--- src/rtl/rngc_pkg.sv ---
package rngc_pkg;

    localparam int DATA_W = 32;

    typedef enum logic [1:0] {
        ST_IDLE = 2'd0,
        ST_SEED = 2'd1,
        ST_GEN  = 2'd2
    } rngc_state_e;

    // register byte offsets
    localparam logic [7:0] OFF_CMD    = 8'h00;
    localparam logic [7:0] OFF_STAT   = 8'h04;
    localparam logic [7:0] OFF_MODE   = 8'h08;
    localparam logic [7:0] OFF_AUX    = 8'h0C;
    localparam logic [7:0] OFF_IEN    = 8'h10;
    localparam logic [7:0] OFF_IPEND  = 8'h14;
    localparam logic [7:0] OFF_WORD0  = 8'h20;
    localparam logic [7:0] OFF_REQRLD = 8'h60;
    localparam logic [7:0] OFF_AGERLD = 8'h64;

    // command codes
    localparam logic [31:0] CMD_GENERATE = 32'd1;
    localparam logic [31:0] CMD_RESEED   = 32'd2;

    // status and mode bit positions
    localparam int STB_WIDE    = 3;
    localparam int STB_SEEDED  = 9;
    localparam int STB_GENBUSY = 30;
    localparam int STB_SEEDBSY = 31;
    localparam int MDB_WIDE    = 3;
    localparam int IEN_GLOBAL  = 31;

    // event indices (internal order) and their bit positions in the register
    localparam int NUM_EV  = 3;
    localparam int EV_RDY  = 0;
    localparam int EV_SEED = 1;
    localparam int EV_LOCK = 2;

    localparam logic [31:0] AUX_KEEP = 32'h00FF_0104;
    localparam logic [31:0] LFSR_TAPS = 32'h8020_0003;

    function automatic int ev_pos(input int k);
        return (k == EV_LOCK) ? 4 : k;
    endfunction

endpackage

--- src/rtl/rngc_engine.sv ---
module rngc_engine
    import rngc_pkg::*;
#(
    parameter int SEED_CYCLES = 16,
    parameter int MAX_WORDS   = 8
) (
    input  logic                           clk,
    input  logic                           rst_n,
    input  logic                           gen_cmd_i,
    input  logic                           seed_cmd_i,
    input  logic                           auto_seed_i,
    input  logic                           wide_i,
    input  logic [DATA_W-1:0]              entropy_i,
    output logic                           gen_busy_o,
    output logic                           seed_busy_o,
    output logic                           seeded_o,
    output logic                           gen_accept_o,
    output logic                           rdy_ev_o,
    output logic                           seed_ev_o,
    output logic                           lock_ev_o,
    output logic [MAX_WORDS-1:0][DATA_W-1:0] words_o
);

    localparam int HALF      = MAX_WORDS / 2;
    localparam int PHASE_MAX = (SEED_CYCLES > MAX_WORDS) ? SEED_CYCLES : MAX_WORDS;
    localparam int PH_W      = $clog2(PHASE_MAX + 1);

    rngc_state_e       state_q, state_d;
    logic [PH_W-1:0]   phase_q;
    logic [DATA_W-1:0] lfsr_q;
    logic [DATA_W-1:0] lfsr_step;
    logic [DATA_W-1:0] words_q [MAX_WORDS];
    logic              seeded_q;
    logic              phase_end;
    logic              start_seed;
    logic              start_gen;

    assign phase_end  = (phase_q == '0);
    assign start_seed = (state_q == ST_IDLE) && (auto_seed_i || seed_cmd_i);
    assign start_gen  = (state_q == ST_IDLE) && !auto_seed_i && !seed_cmd_i
                        && gen_cmd_i && seeded_q;
    assign lfsr_step  = {1'b0, lfsr_q[DATA_W-1:1]} ^ ({DATA_W{lfsr_q[0]}} & LFSR_TAPS);

    // next state
    always_comb begin
        state_d = state_q;
        unique case (state_q)
            ST_IDLE: begin
                if (start_seed)     state_d = ST_SEED;   // T_AUTO / T_CMD_SEED
                else if (start_gen) state_d = ST_GEN;    // T_CMD_GEN
            end
            ST_SEED: if (phase_end) state_d = ST_IDLE;   // T_SEED_DONE
            ST_GEN:  if (phase_end) state_d = ST_IDLE;   // T_GEN_DONE
            default: state_d = ST_IDLE;
        endcase
    end

    // state register
    always_ff @(posedge clk or negedge rst_n) begin
        if (!rst_n) state_q <= ST_IDLE;
        else        state_q <= state_d;
    end

    // phase counter, LFSR and seeded flag
    always_ff @(posedge clk or negedge rst_n) begin
        if (!rst_n) begin
            phase_q  <= '0;
            lfsr_q   <= '0;
            seeded_q <= 1'b0;
        end else begin
            if (start_seed)
                phase_q <= PH_W'(SEED_CYCLES - 1);
            else if (start_gen)
                phase_q <= wide_i ? PH_W'(MAX_WORDS - 1) : PH_W'(HALF - 1);
            else if (state_q != ST_IDLE && !phase_end)
                phase_q <= phase_q - 1'b1;

            if (state_q == ST_SEED && phase_end) begin
                lfsr_q   <= entropy_i;
                seeded_q <= 1'b1;
            end else if (state_q == ST_GEN) begin
                lfsr_q   <= lfsr_step;
            end
        end
    end

    // output word bank: one word shifted in per generating cycle
    for (genvar i = 0; i < MAX_WORDS; i++) begin : g_word
        always_ff @(posedge clk or negedge rst_n) begin
            if (!rst_n) begin
                words_q[i] <= '0;
            end else if (state_q == ST_GEN) begin
                if (i == 0) words_q[i] <= lfsr_q;
                else        words_q[i] <= words_q[(i > 0) ? i - 1 : 0];
            end
        end
        assign words_o[i] = words_q[i];
    end

    // outputs
    always_comb begin
        gen_busy_o   = (state_q == ST_GEN);
        seed_busy_o  = (state_q == ST_SEED);
        seeded_o     = seeded_q;
        gen_accept_o = start_gen;
        rdy_ev_o     = (state_q == ST_GEN) && phase_end;
        seed_ev_o    = (state_q == ST_SEED) && phase_end;
        lock_ev_o    = (seed_ev_o && (entropy_i == '0))
                     || ((state_q == ST_GEN) && (lfsr_step == '0));
    end

    AST_GEN_NEEDS_SEED: assert property (@(posedge clk) disable iff (!rst_n)
        (state_q == ST_GEN) |-> seeded_q);
    AST_SEED_SETS_FLAG: assert property (@(posedge clk) disable iff (!rst_n)
        seed_ev_o |=> seeded_q);
    AST_BUSY_HOLDS_STATE: assert property (@(posedge clk) disable iff (!rst_n)
        (state_q != ST_IDLE && !phase_end) |=> (state_q == $past(state_q)));

endmodule

--- src/rtl/rngc_autoseed.sv ---
module rngc_autoseed #(
    parameter int CNT_W       = 16,
    parameter int TICK_CYCLES = 1024
) (
    input  logic             clk,
    input  logic             rst_n,
    input  logic [CNT_W-1:0] req_reload_i,
    input  logic [CNT_W-1:0] age_reload_i,
    input  logic [1:0]       load_i,
    input  logic [CNT_W-1:0] load_val_i,
    input  logic             seed_done_i,
    input  logic             gen_accept_i,
    output logic             auto_seed_o
);

    localparam int PRE_W = $clog2(TICK_CYCLES + 1);

    logic [PRE_W-1:0] pre_q;
    logic             tick;
    logic [1:0]       pend;
    logic [1:0]       dec;
    logic [CNT_W-1:0] reload [2];

    assign tick      = (pre_q == PRE_W'(TICK_CYCLES - 1));
    assign dec       = {tick, gen_accept_i};
    assign reload[0] = req_reload_i;
    assign reload[1] = age_reload_i;

    always_ff @(posedge clk or negedge rst_n) begin
        if (!rst_n)    pre_q <= '0;
        else if (tick) pre_q <= '0;
        else           pre_q <= pre_q + 1'b1;
    end

    // channel 0 counts accepted requests, channel 1 counts timer ticks
    for (genvar k = 0; k < 2; k++) begin : g_chan
        logic [CNT_W-1:0] cnt_q;

        always_ff @(posedge clk or negedge rst_n) begin
            if (!rst_n)                      cnt_q <= '0;
            else if (load_i[k])              cnt_q <= load_val_i;
            else if (seed_done_i)            cnt_q <= reload[k];
            else if (dec[k] && cnt_q != '0)  cnt_q <= cnt_q - 1'b1;
        end

        assign pend[k] = (reload[k] != '0) && (cnt_q == '0);

        AST_COUNT_NO_WRAP: assert property (@(posedge clk) disable iff (!rst_n)
            (cnt_q == '0 && !load_i[k] && !seed_done_i) |=> (cnt_q == '0));
    end

    assign auto_seed_o = |pend;

endmodule

--- src/rtl/rngc_irq.sv ---
module rngc_irq
    import rngc_pkg::*;
(
    input  logic              clk,
    input  logic              rst_n,
    input  logic [NUM_EV-1:0] ev_i,
    input  logic              clr_en_i,
    input  logic [NUM_EV-1:0] clr_mask_i,
    input  logic [NUM_EV-1:0] ev_en_i,
    input  logic              glb_en_i,
    output logic [NUM_EV-1:0] pend_o,
    output logic              irq_o
);

    for (genvar k = 0; k < NUM_EV; k++) begin : g_ev
        logic bit_q;
        always_ff @(posedge clk or negedge rst_n) begin
            if (!rst_n)                          bit_q <= 1'b0;
            else if (ev_i[k])                    bit_q <= 1'b1;
            else if (clr_en_i && clr_mask_i[k])  bit_q <= 1'b0;
        end
        assign pend_o[k] = bit_q;
    end

    assign irq_o = glb_en_i && |(pend_o & ev_en_i);

    AST_IRQ_NEEDS_GLOBAL: assert property (@(posedge clk) disable iff (!rst_n)
        irq_o |-> glb_en_i);
    AST_W1C_CLEARS: assert property (@(posedge clk) disable iff (!rst_n)
        (clr_en_i && clr_mask_i[EV_RDY] && !ev_i[EV_RDY]) |=> !pend_o[EV_RDY]);
    AST_EVENT_STICKS: assert property (@(posedge clk) disable iff (!rst_n)
        ev_i[EV_SEED] |=> pend_o[EV_SEED]);

endmodule

--- src/rtl/rng_ctl_unit.sv ---
module rng_ctl_unit
    import rngc_pkg::*;
#(
    parameter int SEED_CYCLES = 16,
    parameter int TICK_CYCLES = 1024,
    parameter int MAX_WORDS   = 8,
    parameter int CNT_W       = 16
) (
    input  logic        clk,
    input  logic        rst_n,
    input  logic [7:0]  addr_i,
    input  logic        we_i,
    input  logic [31:0] wdata_i,
    input  logic [31:0] entropy_i,
    output logic [31:0] rdata_o,
    output logic        irq_o
);

    localparam int HALF  = MAX_WORDS / 2;
    localparam int IDX_W = $clog2(MAX_WORDS);
    localparam logic [7:0] WORD_END = OFF_WORD0 + 8'(4 * MAX_WORDS);

    logic              mode_wide_q;
    logic [31:0]       aux_q;
    logic [NUM_EV-1:0] ev_en_q;
    logic              glb_en_q;
    logic [CNT_W-1:0]  req_rld_q;
    logic [CNT_W-1:0]  age_rld_q;

    logic gen_busy, seed_busy, seeded, gen_accept;
    logic rdy_ev, seed_ev, lock_ev, auto_seed;
    logic [MAX_WORDS-1:0][DATA_W-1:0] words;
    logic [NUM_EV-1:0] pend;
    logic [NUM_EV-1:0] ev_vec;
    logic [NUM_EV-1:0] clr_mask;
    logic [NUM_EV-1:0] ien_mask;
    logic [1:0]        cnt_load;

    logic wr_cmd, wr_mode, wr_aux, wr_ien, wr_ipend, wr_req, wr_age;
    logic [7:0]       word_off;
    logic [IDX_W-1:0] word_idx;
    logic             in_words;

    assign wr_cmd   = we_i && (addr_i == OFF_CMD);
    assign wr_mode  = we_i && (addr_i == OFF_MODE);
    assign wr_aux   = we_i && (addr_i == OFF_AUX);
    assign wr_ien   = we_i && (addr_i == OFF_IEN);
    assign wr_ipend = we_i && (addr_i == OFF_IPEND);
    assign wr_req   = we_i && (addr_i == OFF_REQRLD);
    assign wr_age   = we_i && (addr_i == OFF_AGERLD);
    assign cnt_load = {wr_age, wr_req};

    always_comb begin
        for (int k = 0; k < NUM_EV; k++) begin
            clr_mask[k] = wdata_i[ev_pos(k)];
            ien_mask[k] = wdata_i[ev_pos(k)];
        end
    end

    assign ev_vec[EV_RDY]  = rdy_ev;
    assign ev_vec[EV_SEED] = seed_ev;
    assign ev_vec[EV_LOCK] = lock_ev;

    // configuration registers
    always_ff @(posedge clk or negedge rst_n) begin
        if (!rst_n) begin
            mode_wide_q <= 1'b1;
            aux_q       <= '0;
            ev_en_q     <= '0;
            glb_en_q    <= 1'b0;
            req_rld_q   <= '0;
            age_rld_q   <= '0;
        end else begin
            if (wr_mode && !gen_busy && !seed_busy) mode_wide_q <= wdata_i[MDB_WIDE];
            if (wr_aux) aux_q <= wdata_i & AUX_KEEP;
            if (wr_ien) begin
                ev_en_q  <= ien_mask;
                glb_en_q <= wdata_i[IEN_GLOBAL];
            end
            if (wr_req) req_rld_q <= wdata_i[CNT_W-1:0];
            if (wr_age) age_rld_q <= wdata_i[CNT_W-1:0];
        end
    end

    rngc_engine #(
        .SEED_CYCLES (SEED_CYCLES),
        .MAX_WORDS   (MAX_WORDS)
    ) u_engine (
        .clk          (clk),
        .rst_n        (rst_n),
        .gen_cmd_i    (wr_cmd && (wdata_i == CMD_GENERATE)),
        .seed_cmd_i   (wr_cmd && (wdata_i == CMD_RESEED)),
        .auto_seed_i  (auto_seed),
        .wide_i       (mode_wide_q),
        .entropy_i    (entropy_i),
        .gen_busy_o   (gen_busy),
        .seed_busy_o  (seed_busy),
        .seeded_o     (seeded),
        .gen_accept_o (gen_accept),
        .rdy_ev_o     (rdy_ev),
        .seed_ev_o    (seed_ev),
        .lock_ev_o    (lock_ev),
        .words_o      (words)
    );

    rngc_autoseed #(
        .CNT_W       (CNT_W),
        .TICK_CYCLES (TICK_CYCLES)
    ) u_autoseed (
        .clk          (clk),
        .rst_n        (rst_n),
        .req_reload_i (req_rld_q),
        .age_reload_i (age_rld_q),
        .load_i       (cnt_load),
        .load_val_i   (wdata_i[CNT_W-1:0]),
        .seed_done_i  (seed_ev),
        .gen_accept_i (gen_accept),
        .auto_seed_o  (auto_seed)
    );

    rngc_irq u_irq (
        .clk        (clk),
        .rst_n      (rst_n),
        .ev_i       (ev_vec),
        .clr_en_i   (wr_ipend),
        .clr_mask_i (clr_mask),
        .ev_en_i    (ev_en_q),
        .glb_en_i   (glb_en_q),
        .pend_o     (pend),
        .irq_o      (irq_o)
    );

    // read path
    assign word_off = addr_i - OFF_WORD0;
    assign word_idx = word_off[IDX_W+1:2];
    assign in_words = (addr_i >= OFF_WORD0) && (addr_i < WORD_END) && (addr_i[1:0] == 2'b00);

    always_comb begin
        rdata_o = '0;
        if (in_words) begin
            if (mode_wide_q || (int'(word_idx) < HALF)) rdata_o = words[word_idx];
        end else begin
            unique case (addr_i)
                OFF_STAT: begin
                    rdata_o[STB_WIDE]    = mode_wide_q;
                    rdata_o[STB_SEEDED]  = seeded;
                    rdata_o[STB_GENBUSY] = gen_busy;
                    rdata_o[STB_SEEDBSY] = seed_busy;
                end
                OFF_MODE: rdata_o[MDB_WIDE] = mode_wide_q;
                OFF_AUX:  rdata_o = aux_q;
                OFF_IEN: begin
                    for (int k = 0; k < NUM_EV; k++) rdata_o[ev_pos(k)] = ev_en_q[k];
                    rdata_o[IEN_GLOBAL] = glb_en_q;
                end
                OFF_IPEND: begin
                    for (int k = 0; k < NUM_EV; k++) rdata_o[ev_pos(k)] = pend[k];
                end
                OFF_REQRLD: rdata_o[CNT_W-1:0] = req_rld_q;
                OFF_AGERLD: rdata_o[CNT_W-1:0] = age_rld_q;
                default:    rdata_o = '0;
            endcase
        end
    end

    AST_MODE_FROZEN_BUSY: assert property (@(posedge clk) disable iff (!rst_n)
        (gen_busy || seed_busy) |=> (mode_wide_q == $past(mode_wide_q)));
    AST_NARROW_UPPER_ZERO: assert property (@(posedge clk) disable iff (!rst_n)
        (!mode_wide_q && in_words && int'(word_idx) >= HALF) |-> (rdata_o == '0));

endmodule

--- config.mk ---
export PLATFORM = sky130hd
export DESIGN_NAME = rng_ctl_unit
export DESIGN_NICKNAME = d
export VERILOG_FILES = /design/src/rtl/rngc_pkg.sv /design/src/rtl/rngc_engine.sv /design/src/rtl/rngc_autoseed.sv /design/src/rtl/rngc_irq.sv /design/src/rtl/rng_ctl_unit.sv
export SDC_FILE = /design/constraint.sdc
export NUM_CORES = 1
export LEC_CHECK = 0
export BUFFER_PORTS_ARGS = -buffer_cell sky130_fd_sc_hd__buf_2
export CORE_MARGIN = 10
export CORE_UTILIZATION = 61
export DETAILED_ROUTE_END_ITERATION = 10
export PLACE_DENSITY_LB_ADDON = 0.05
export SLEW_MARGIN = 20
export SYNTH_ARGS = -nofsm -noshare
export SYNTH_HDL_FRONTEND = slang
export SYNTH_SLANG_ARGS = --single-unit
--- constraint.sdc ---
create_clock -name clk -period 3.2 [get_ports clk]
set_clock_uncertainty 0.05 [all_clocks]
set_input_delay 0.64 -clock clk [delete_from_list [all_inputs] [get_ports clk]]
set_output_delay 0.64 -clock clk [all_outputs]
set_load 0.01 [all_outputs]
==> results of run 1 <==
## area by class of cell
cell class,count,area share [%]
clock inverter,14,0.7882
inverter,15,0.2608
sequential,389,45.10
clock buffer,61,5.668
timing repair buffer,170,5.552
multi-input combinational,1034,40.34
tap,396,2.295
## worst paths after layout
kind                       cells past startpoint                       endpoint  slack, ns           startpoint
max                                            8                    rdata_o[18]       0.09            addr_i[5]
min                                            1            u_autoseed.pre_q[3]       0.02                rst_n
max reg2reg                                    8  u_autoseed.g_chan[0].cnt_q[3]       0.69  u_engine.phase_q[0]
min reg2reg                                    1            u_autoseed.pre_q[4]       0.42  u_autoseed.pre_q[4]
max in group asynchronous                      2          u_engine.words_o[106]       2.19                rst_n
min in group clk                               3            u_engine.lfsr_q[18]       0.27        entropy_i[18]
## where the power goes
part	internal [mW]	switching [mW]	leakage, nW
Combinational	0.178	0.296	4.20
Clock	2.90	1.96	0.687
Sequential	4.96	0.0574	5.15
Total	8.04	2.32	10.0
## critical path: cells and delay by family
kind / cells / cell delay (ns)
compound gates: 1 / 0.13
buf+inv: 3 / 0.48
simple gates: 4 / 1.15
## logic make-up (layout without fill, tap and decap cells)
family / after synthesis / after routing / synth area share [%]
simple gates: 396 / 396 / 10.17
xor+xnor: 35 / 35 / 1.624
buf+inv: 113 / 260 / 2.419
compound gates: 197 / 197 / 6.284
flops: 389 / 389 / 51.57
fa+ha+maj: 9 / 9 / 0.5966
mux: 397 / 397 / 27.33
## state kept, by name, summed over array words and instances, names as in the netlist
| name | cells |
|---|---|
| u_engine.words_o | 256 |
| mode_wide_q | 1 |
| u_engine.seeded_o | 1 |
| aux_q | 10 |
| u_irq.g_ev.bit_q | 3 |
| u_engine.lfsr_q | 32 |
| u_engine.state_q | 2 |
| u_autoseed.g_chan.cnt_q | 32 |
| ev_en_q | 3 |
| glb_en_q | 1 |
| u_engine.phase_q | 5 |
| req_rld_q | 16 |
| u_autoseed.pre_q | 11 |
| age_rld_q | 16 |
## cells in the final DEF, fill, tap and decap left out, drive strengths merged, types with 6 or more instances in the layout
master / n
nand3: 20
nor3: 17
nor2: 61
mux2i: 50
and3: 12
nand4: 15
a22oi: 8
and2: 8
o21ai: 85
xnor2: 21
nand2: 191
clkinv: 11
o211ai: 9
buf: 170
mux2: 283
ha: 9
clkbuf: 61
a21oi: 44
mux4: 64
nor4b: 6
nor4: 37
inv: 14
dfrtp: 388
a31oi: 13
xor2: 14
## metrics by stage
stage	power [mW]	area, um2	utilization (%)
2_1_floorplan	5.285	18880	-
3_3_place_gp	5.578	20190	66.00
3_5_place_dp	5.584	20190	66.00
4_1_cts	10.45	21580	70.55
5_1_grt	10.68	21590	70.57
6_report	10.36	21590	70.57
## repair_timing
action                                  4_1_cts  5_1_grt
endpoints found under the setup margin        0        8
gates resized for setup                       0        1
setup buffers                                 0        0
## metal layers
layer	share of wire (%)	routed length [um]	vias to the layer above	GRT usage [%]
li1	-	-	5858	-
met1	44	19880	6558	32.52
met2	47	21210	417	37.09
met3	6.3	2860	90	3.905
met4	3.3	1514	0	8.145
met5	0	0	-	0
==> results.txt, run 1 <==
Status = completed
Vias/cell = 6.216
Worst Tran Pin Value = 1.170 ns
CORE AREA = 0.03059 mm2
Nature of the critical path endpoint = output pin
Startpoint Class = primary input
Synth area leader = dfrtp_1
Hold Violations, Final = 0
Routed len/inst = 21.87 um
Max-slew violation count = 0
Starting Density = 61.71%
DIE AREA = 0.03838 mm2
MaxCap Viol Count = 0
Hold/Removal Path Class = primary input to asynchronous set/reset pin
WP data arrival = 2.42 ns
Setup CP Type = primary input to output pin
Hold buffer count at CTS = 0
Register area share after synthesis = 51.57%
# rows = 64
Worst path most repeated cell = buf_2
Seq cells post-synth = 389
Nets = 1,736
Pleak = 10.03 nW
Share of layout cells above drive strength 1 = 35.53%
Antenna-violating nets left = 0
Count of cell types in the netlist = 66
Area Growth Syn to Fin = 14.36%
CTS tree = yes
Primary FF master, synth = dfrtp_1
Port bufs = 107
Cells after Synth = 1,536
Worst setup margin = 0.08755 ns
CTS Buf Count = 42
Number of antenna diodes = 0
Crit-path max cell delay = 0.58 ns
Setup violations, final = 0
Storage cell area = 0.009736 mm2
Total wire length = 45,460 um
Slew HR = 21.97%
Largest net degree at the start of global routing = 199
Critical Path, Cell by Cell = buf_2 -> or4_1 -> nor3_2 -> and3_1 -> buf_12 -> nand2_1 -> o21ai_0 -> buf_2
First-pass detailed-route iteration total = 7
Placed cells = 2,004
H-tree levels = 2
GRT Util Overall = 23.53%
DRC viols = 0
Top cells by area, synth = dfrtp_1, mux2_2, mux4_2
Final min period = 3.112 ns
Area of the multi-input gates = 0.008708 mm2
Cell at the slowest stage of the critical path = or4_1
CTS root buf = clkbuf_16
Hold_ws = 0.01618 ns
Clk Latency, worst-skew pair = 0.54 ns
Final period utilization = 97.26%
Post-Synthesis Cell Area = 0.01888 mm2
Yosys top cell area share = 51.44%
Max FO, Critical Path = 8
Cell Count, Final, Fillers Out = 2,079
CTS max path bufs = 3
Syn Nets = 1,620
WP data required = 2.51 ns
Initial DRC Count = 1,094
Fin Setup TNS = 0 ns
First-pass GRT wire length = 73,290 um
Syn Area/Cell = 12.29 um2
Achievable Freq = 0.3213 GHz
DP HPWL = 31,570 um
RSZ-0062 raised after global routing = no
Post-synthesis async set-or-reset flop share = 100.0%
Synth warnings = 0
Vias = 12,920
PD cells = 479.9 mW/mm2
Clock Sinks = 389
Die Y = 195.9 um
Worst-path clk slew = 0.06 ns
Post-synth EDFFs = 0
Setup WS pre-CTS = 0.1289 ns
Io pins = 108
Synth top cells by count = dfrtp_1, mux2_2, nand2_1
Final Wtd Congestion = 0.9673
Dominant cell by count in the synthesized netlist = dfrtp_1
VDD IR max = 0.0004289 V
Number of global-route vias before repair = 13,370
Initial antenna violation count = 0
# fillers = 2,184
Grt total ovfl = 0
Chip width = 195.9 um
(Power assumes the default switching activity.)
==> run 2: changes to the inputs <==
MAX_ROUTING_LAYER = met4   (was unset)
==> run 2 against run 1 <==
Compared with the run above: first-iteration DRC count is 4.0% higher; clock power shrank 2%; sequential share of layout area about the same; final cell count about the same; critical path type unchanged; critical endpoint is now rdata_o[19]; largest power group unchanged.
==> results.txt, run 2 (synthesis results as in run 1) <==
Max-slew violation count = 0 (unchanged)
Placed cells = 2,004 (unchanged)
Crit-path max cell delay = 0.61 ns (+0.03 ns)
Die Y = 195.9 um (unchanged)
Most frequent cells in the layout = dfrtp_1, mux2_2, nand2_1, buf_2, o21ai_0
Worst Tran Pin Value = 0.9776 ns (-0.1928 ns)
Total wire length = 45,820 um (+0.79%)
DP HPWL = 32,020 um (+1.4%)
# rows = 64 (unchanged)
Starting Density = 61.71% (unchanged)
CTS root buf = clkbuf_16
# fillers = 2,215 (+1.4%)
Area Growth Syn to Fin = 14.26% (about the same)
Final period utilization = 95.93% (-1.3 points)
Vias/cell = 6.272 (+0.91%)
Area of the multi-input gates = 0.008712 mm2 (about the same)
CORE AREA = 0.03059 mm2 (unchanged)
R2R depth = 8 (unchanged)
Initial DRC Count = 1,138 (+4.0%)
Storage cell area = 0.009736 mm2 (unchanged)
Chip width = 195.9 um (unchanged)
DIE AREA = 0.03838 mm2 (unchanged)
Nature of the critical path endpoint = output pin
GRT Util Overall = 24.40% (+0.87 points)
Antenna-violating nets left = 0 (unchanged)
Nets = 1,736 (unchanged)
Total power = 10.28 mW (-0.73%)
Final Wtd Congestion = 0.9672 (about the same)
Commonest non-fill, non-tap cell in the layout = dfrtp_1
R2r setup slk = 0.65 ns (-0.04 ns)
Status = completed
Setup violations, final = 0 (unchanged)
Worst path most repeated cell = buf_2
WP data required = 2.51 ns (about the same)
Slew HR = 34.82% (+13 points)
Achievable Freq = 0.3258 GHz (+1.4%)
Clock Sinks = 389 (unchanged)
Max FFs per register = 256 (unchanged)
Pleak = 10.03 nW (about the same)
CTS max path bufs = 3 (unchanged)
Largest net degree at the start of global routing = 178 (-11%)
Reg2reg start = u_engine.phase_q[0]
First-pass GRT wire length = 73,710 um (+0.56%)
H-tree levels = 2 (unchanged)
Vias = 13,050 (+1.0%)
Max FO, Critical Path = 8 (unchanged)
Worst r2r dst = u_autoseed.g_chan[0].cnt_q[4]
Final min period = 3.070 ns (-0.04264 ns)
Critical Path, Cell by Cell = buf_2 -> or4_1 -> nor3_2 -> and3_2 -> buf_12 -> nand2_1 -> o21ai_0 -> buf_2
Grt total ovfl = 0 (unchanged)
CTS tree = yes
Io pins = 108 (unchanged)
Fin Setup TNS = 0 ns (unchanged)
DRC viols = 0 (unchanged)
Hold/Removal Path Class = primary input to asynchronous set/reset pin
VDD IR max = 0.0004884 V (+14%)
Routed len/inst = 22.02 um (+0.70%)
CTS Buf Count = 42 (unchanged)
Cell Count, Final, Fillers Out = 2,081 (+0.096%)
Share of layout cells above drive strength 1 = 35.79% (+0.25 points)
Port bufs = 107 (unchanged)
Clk Latency, worst-skew pair = 0.54 ns (about the same)
Setup CP Type = primary input to output pin
Hold_ws = 0.01120 ns (-0.004977 ns)
Startpoint Class = primary input
Number of antenna diodes = 0 (unchanged)
WP data arrival = 2.38 ns (-0.04 ns)
RSZ-0062 raised after global routing = no
Initial antenna violation count = 0 (unchanged)
First-pass detailed-route iteration total = 5 (-2)
MaxCap Viol Count = 0 (unchanged)
Number of global-route vias before repair = 13,230 (-1.1%)
Worst-path clk slew = 0.06 ns (about the same)
Hold Violations, Final = 0 (unchanged)
Cell at the slowest stage of the critical path = or4_1
PD cells = 476.8 mW/mm2 (-0.65%)
run 2: cell count changes in the layout (fill, tap and decap cells not counted):
cell	delta
and3_2	+1
clkinv_8	-1
bufinv_16	-1
clkinv_2	+3
nor2_1	-1
clkbuf_16	-1
clkinv_4	+1
inv_6	+1
inv_16	+1
nor2_2	+1
and3_1	-1
clkbuf_1	-1
run 2: metrics by stage:
step                setup WS (ns)  util, %  area, um2
global placement           0.1404    66.00      20190
CTS                        0.1167    70.48      21560
detailed placement         0.1394    66.00      20190
finish                     0.1302    70.51      21570
floorplan                  0.3036        -      18880
global route             0.002468    70.51      21570
run 2: power breakdown:
part	internal, mW	leakage [nW]	switching (mW)	total, mW
Combinational	0.177	4.19	0.298	0.475
Clock	2.79	0.682	2.00	4.79
Sequential	4.96	5.15	0.0574	5.02
run 2: worst max-delay path by stage:
stage / start / end
after global routing: addr_i[4] / rdata_o[12]
final: addr_i[4] / rdata_o[19]
after detailed placement: addr_i[2] / u_autoseed.g_chan[0].cnt_q[3]
after global placement: addr_i[2] / rdata_o[8]
after floorplan: addr_i[2] / rdata_o[5]
after CTS: addr_i[4] / rdata_o[19]
run 2: routing by layer:
metal | share of wire, % | vias to the layer above | track usage [%] | wire length [um]
met5 | 0 | - | - | 0
met4 | 3.3 | 0 | 7.975 | 1496
met3 | 6.7 | 108 | 4.604 | 3087
met2 | 46 | 433 | 37.05 | 21290
met1 | 44 | 6649 | 32.74 | 19950
li1 | - | 5863 | - | -
run 2: repair_timing:
| action | in CTS | in global routing |
|---|---|---|
| hold buffers | 0 | 0 |
| setup endpoints to repair | 0 | 3 |
| setup buffers | 0 | 0 |
| gates resized for setup | 0 | 3 |
run 2: area by class of cell:
type | instances | share of cell area [%]
Sequential cell | 389 | 45.14
Clock inverter | 18 | 0.8179
Multi-Input combinational cell | 1034 | 40.39
Inverter | 15 | 0.2610
Timing Repair Buffer | 170 | 5.557
Clock buffer | 59 | 5.540
Tap cell | 396 | 2.297
run 2: worst max-delay path, delay by kind of cell:
family                 cells  cell delay (ns)
buffers and inverters      3             0.46
and+or+nand+nor            4             1.15
AOI/OAI and AO/OA          1             0.12
==> run 3: changes to the inputs <==
CORE_UTILIZATION = 55   (was 61)
PLACE_DENSITY = 0.76   (was unset)
PLACE_DENSITY_LB_ADDON = unset   (was 0.05)
clock period = 2.5 ns   (was 3.2 ns; I/O delays follow)
==> run 3 against run 2 <==
Compared with the run above: the flow now finishes with violations (setup timing); non-clock buffer count is 84 higher; hold slack better by 0.11 ns; setup slack worse by 0.32 ns; combinational power grew 47%; via count grew 4.0%; largest power group is now clock; sequential power rose by 28%; final cell count up 6.4%; core utilization is 2.9 points lower; critical endpoint is now rdata_o[3]; wire length up 5.8%.
==> results.txt, run 3 (synthesis results as in run 1) <==
CTS root buf = clkbuf_16
DRC viols = 0 (unchanged)
Nets = 1,819 (+4.8%)
Final min period = 2.694 ns
Sequential Power Share = 47.0% (-1.8 points)
Io pins = 108 (unchanged)
Chip width = 205.3 um (+4.8%)
Final Wtd Congestion = 0.9879 (+2.1%)
Comb power frac = 5.1% (+0.5 points)
CORE AREA = 0.03370 mm2 (+10%)
Total power = 13.69 mW (+33%)
WP data arrival = 2.14 ns (-0.24 ns)
Initial DRC Count = 1,192 (+4.7%)
HP Start = entropy_i[23]
Clk Latency, worst-skew pair = 0.55 ns (about the same)
Max-slew violation count = 0 (unchanged)
Most frequent cells in the layout = dfrtp_1, mux2_2, nand2_1, buf_4, buf_2
# rows = 67 (+4.7%)
DIE AREA = 0.04213 mm2 (+9.8%)
# fillers = 2,388 (+7.8%)
CTS Buf Count = 41 (-2.4%)
Worst Tran Pin Value = 0.7340 ns (-0.2436 ns)
Power Internal = 10.64 mW (+34%)
Slew HR = 51.07% (+16 points)
CTS max path bufs = 3 (unchanged)
DP HPWL = 33,960 um (+6.1%)
Reg2reg start = u_autoseed.g_chan[0].cnt_q[11]
Setup violations, final = 26 (+26)
Final period utilization = 107.8%
Setup CP Type = flip-flop to output pin
Achievable Freq = 0.3712 GHz
Vias = 13,580 (+4.0%)
Largest net degree at the start of global routing = 133 (-25%)
Pleak = 10.67 nW (+6.4%)
Area Growth Syn to Fin = 20.66%
PD cells = 600.8 mW/mm2 (+26%)
Vias/cell = 6.134 (-2.2%)
CTS tree = yes
Port bufs = 107 (unchanged)
First-pass detailed-route iteration total = 6 (+1)
Number of antenna diodes = 0 (unchanged)
Status = finished, violations left
Share of layout cells above drive strength 1 = 41.68% (+5.9 points)
Setup WS pre-CTS = -0.3108 ns (-0.4502 ns)
Fin Setup TNS = -2.021 ns (-2.021 ns)
Total wire length = 48,460 um (+5.8%)
Nature of the critical path endpoint = output pin
First-pass GRT wire length = 77,130 um (+4.6%)
Max FFs per register = 256 (unchanged)
VDD IR max = 0.0005993 V (+23%)
GRT Util Overall = 23.71% (-0.70 points)
Crit. Startpoint = u_engine.words_o[99]
Die Y = 205.3 um (+4.8%)
Max FO, Critical Path = 3 (-5)
Clock Power Share = 47.9% (+1.3 points)
Number of global-route vias before repair = 13,790 (+4.3%)
Commonest non-fill, non-tap cell in the layout = dfrtp_1
Starting Density = 56.01% (-5.7 points)
Worst setup margin = -0.1938 ns (-0.3240 ns)
Worst-path clk slew = 0.07 ns (about the same)
MaxCap Viol Count = 0 (unchanged)
Routed len/inst = 21.89 um (-0.60%)
Antenna-violating nets left = 0 (unchanged)
Failing checks = setup timing
Hold/Removal Path Class = primary input to flip-flop
Clock Sinks = 389 (unchanged)
H-tree levels = 2 (unchanged)
Startpoint Class = flip-flop
RSZ-0062 raised after global routing = yes
Final Cell Area = 0.02278 mm2 (+5.6%)
WP data required = 1.95 ns (-0.56 ns)
Grt total ovfl = 0 (unchanged)
Sw Share = 22.26% (-0.62 points)
Psw = 3.046 mW (+29%)
Hold Violations, Final = 0 (unchanged)
Initial antenna violation count = 0 (unchanged)
Placed Area = 0.02077 mm2 (+2.9%)
-- run 3: stage by stage --
stage | std cells | hold WS [ns] | util (%)
CTS | 2207 | 0.1098 | 67.13
global route | 2214 | 0.1265 | 67.59
global placement | 2115 | 0.3865 | 61.64
finish | 2214 | 0.1254 | 67.59
detailed placement | 2115 | 0.3861 | 61.64
floorplan | 1536 | 0.1544 | -
-- run 3: power groups by stage --
| stage | Clock, mW | Combinational (mW) | Sequential [mW] |
|---|---|---|---|
| final | 6.55 | 0.699 | 6.43 |
| after global placement | 0 | 0.663 | 6.54 |
| after global routing | 6.91 | 0.760 | 6.43 |
| after detailed placement | 0 | 0.674 | 6.54 |
| after CTS | 6.67 | 0.700 | 6.43 |
| after floorplan | 0 | 0.261 | 6.51 |
-- run 3: repair_timing --
item	CTS	global route
gates cloned	0	0
resized for setup	78	24
hold buffers	1	0
setup buffers	18	8
hold endpoints to repair	39	0
pin swaps	21	15
endpoints found under the setup margin	32	31
-- run 3: area by class of cell --
| class | count | area (um2) | share of cell area, % |
|---|---|---|---|
| tap | 448 | 560.5 | 2.461 |
| clock buffer | 55 | 1160 | 5.092 |
| timing repair buffer | 254 | 1969 | 8.646 |
| sequential | 389 | 9737 | 42.75 |
| multi-input combinational | 1034 | 8995 | 39.49 |
| clock inverter | 19 | 299.0 | 1.313 |
| inverter | 15 | 56.30 | 0.2472 |
-- run 3: worst paths after layout --
| kind | to | slack [ns] | depth (start not counted) |
|---|---|---|---|
| max in group asynchronous | u_engine.words_o[198] | 1.22 | 3 |
| min reg2reg | u_autoseed.pre_q[4] | 0.42 | 1 |
| max reg2reg | u_autoseed.g_chan[0].cnt_q[11] | 0.13 | 6 |
| max | rdata_o[3] | -0.19 | 5 |
| min | u_engine.lfsr_q[23] | 0.13 | 3 |
| min in group asynchronous | u_engine.words_o[182] | 0.41 | 2 |
-- run 3: metal layers --
metal / GRT usage, % / vias to the layer above / part of all wire (%)
met4: 4.962 / 0 / 1.6
li1: - / 6039 / -
met1: 31.86 / 6976 / 43
met2: 36.65 / 503 / 47
met5: - / - / 0
met3: 5.142 / 63 / 8.1
-- run 3: worst max-delay path, cell delays in order (launching register included) --
cell     delay [ns]
dfrtp_1        0.41
mux4_2         0.49
nand2_1        0.09
nand2_1        0.08
a221o_1        0.36
buf_2          0.17
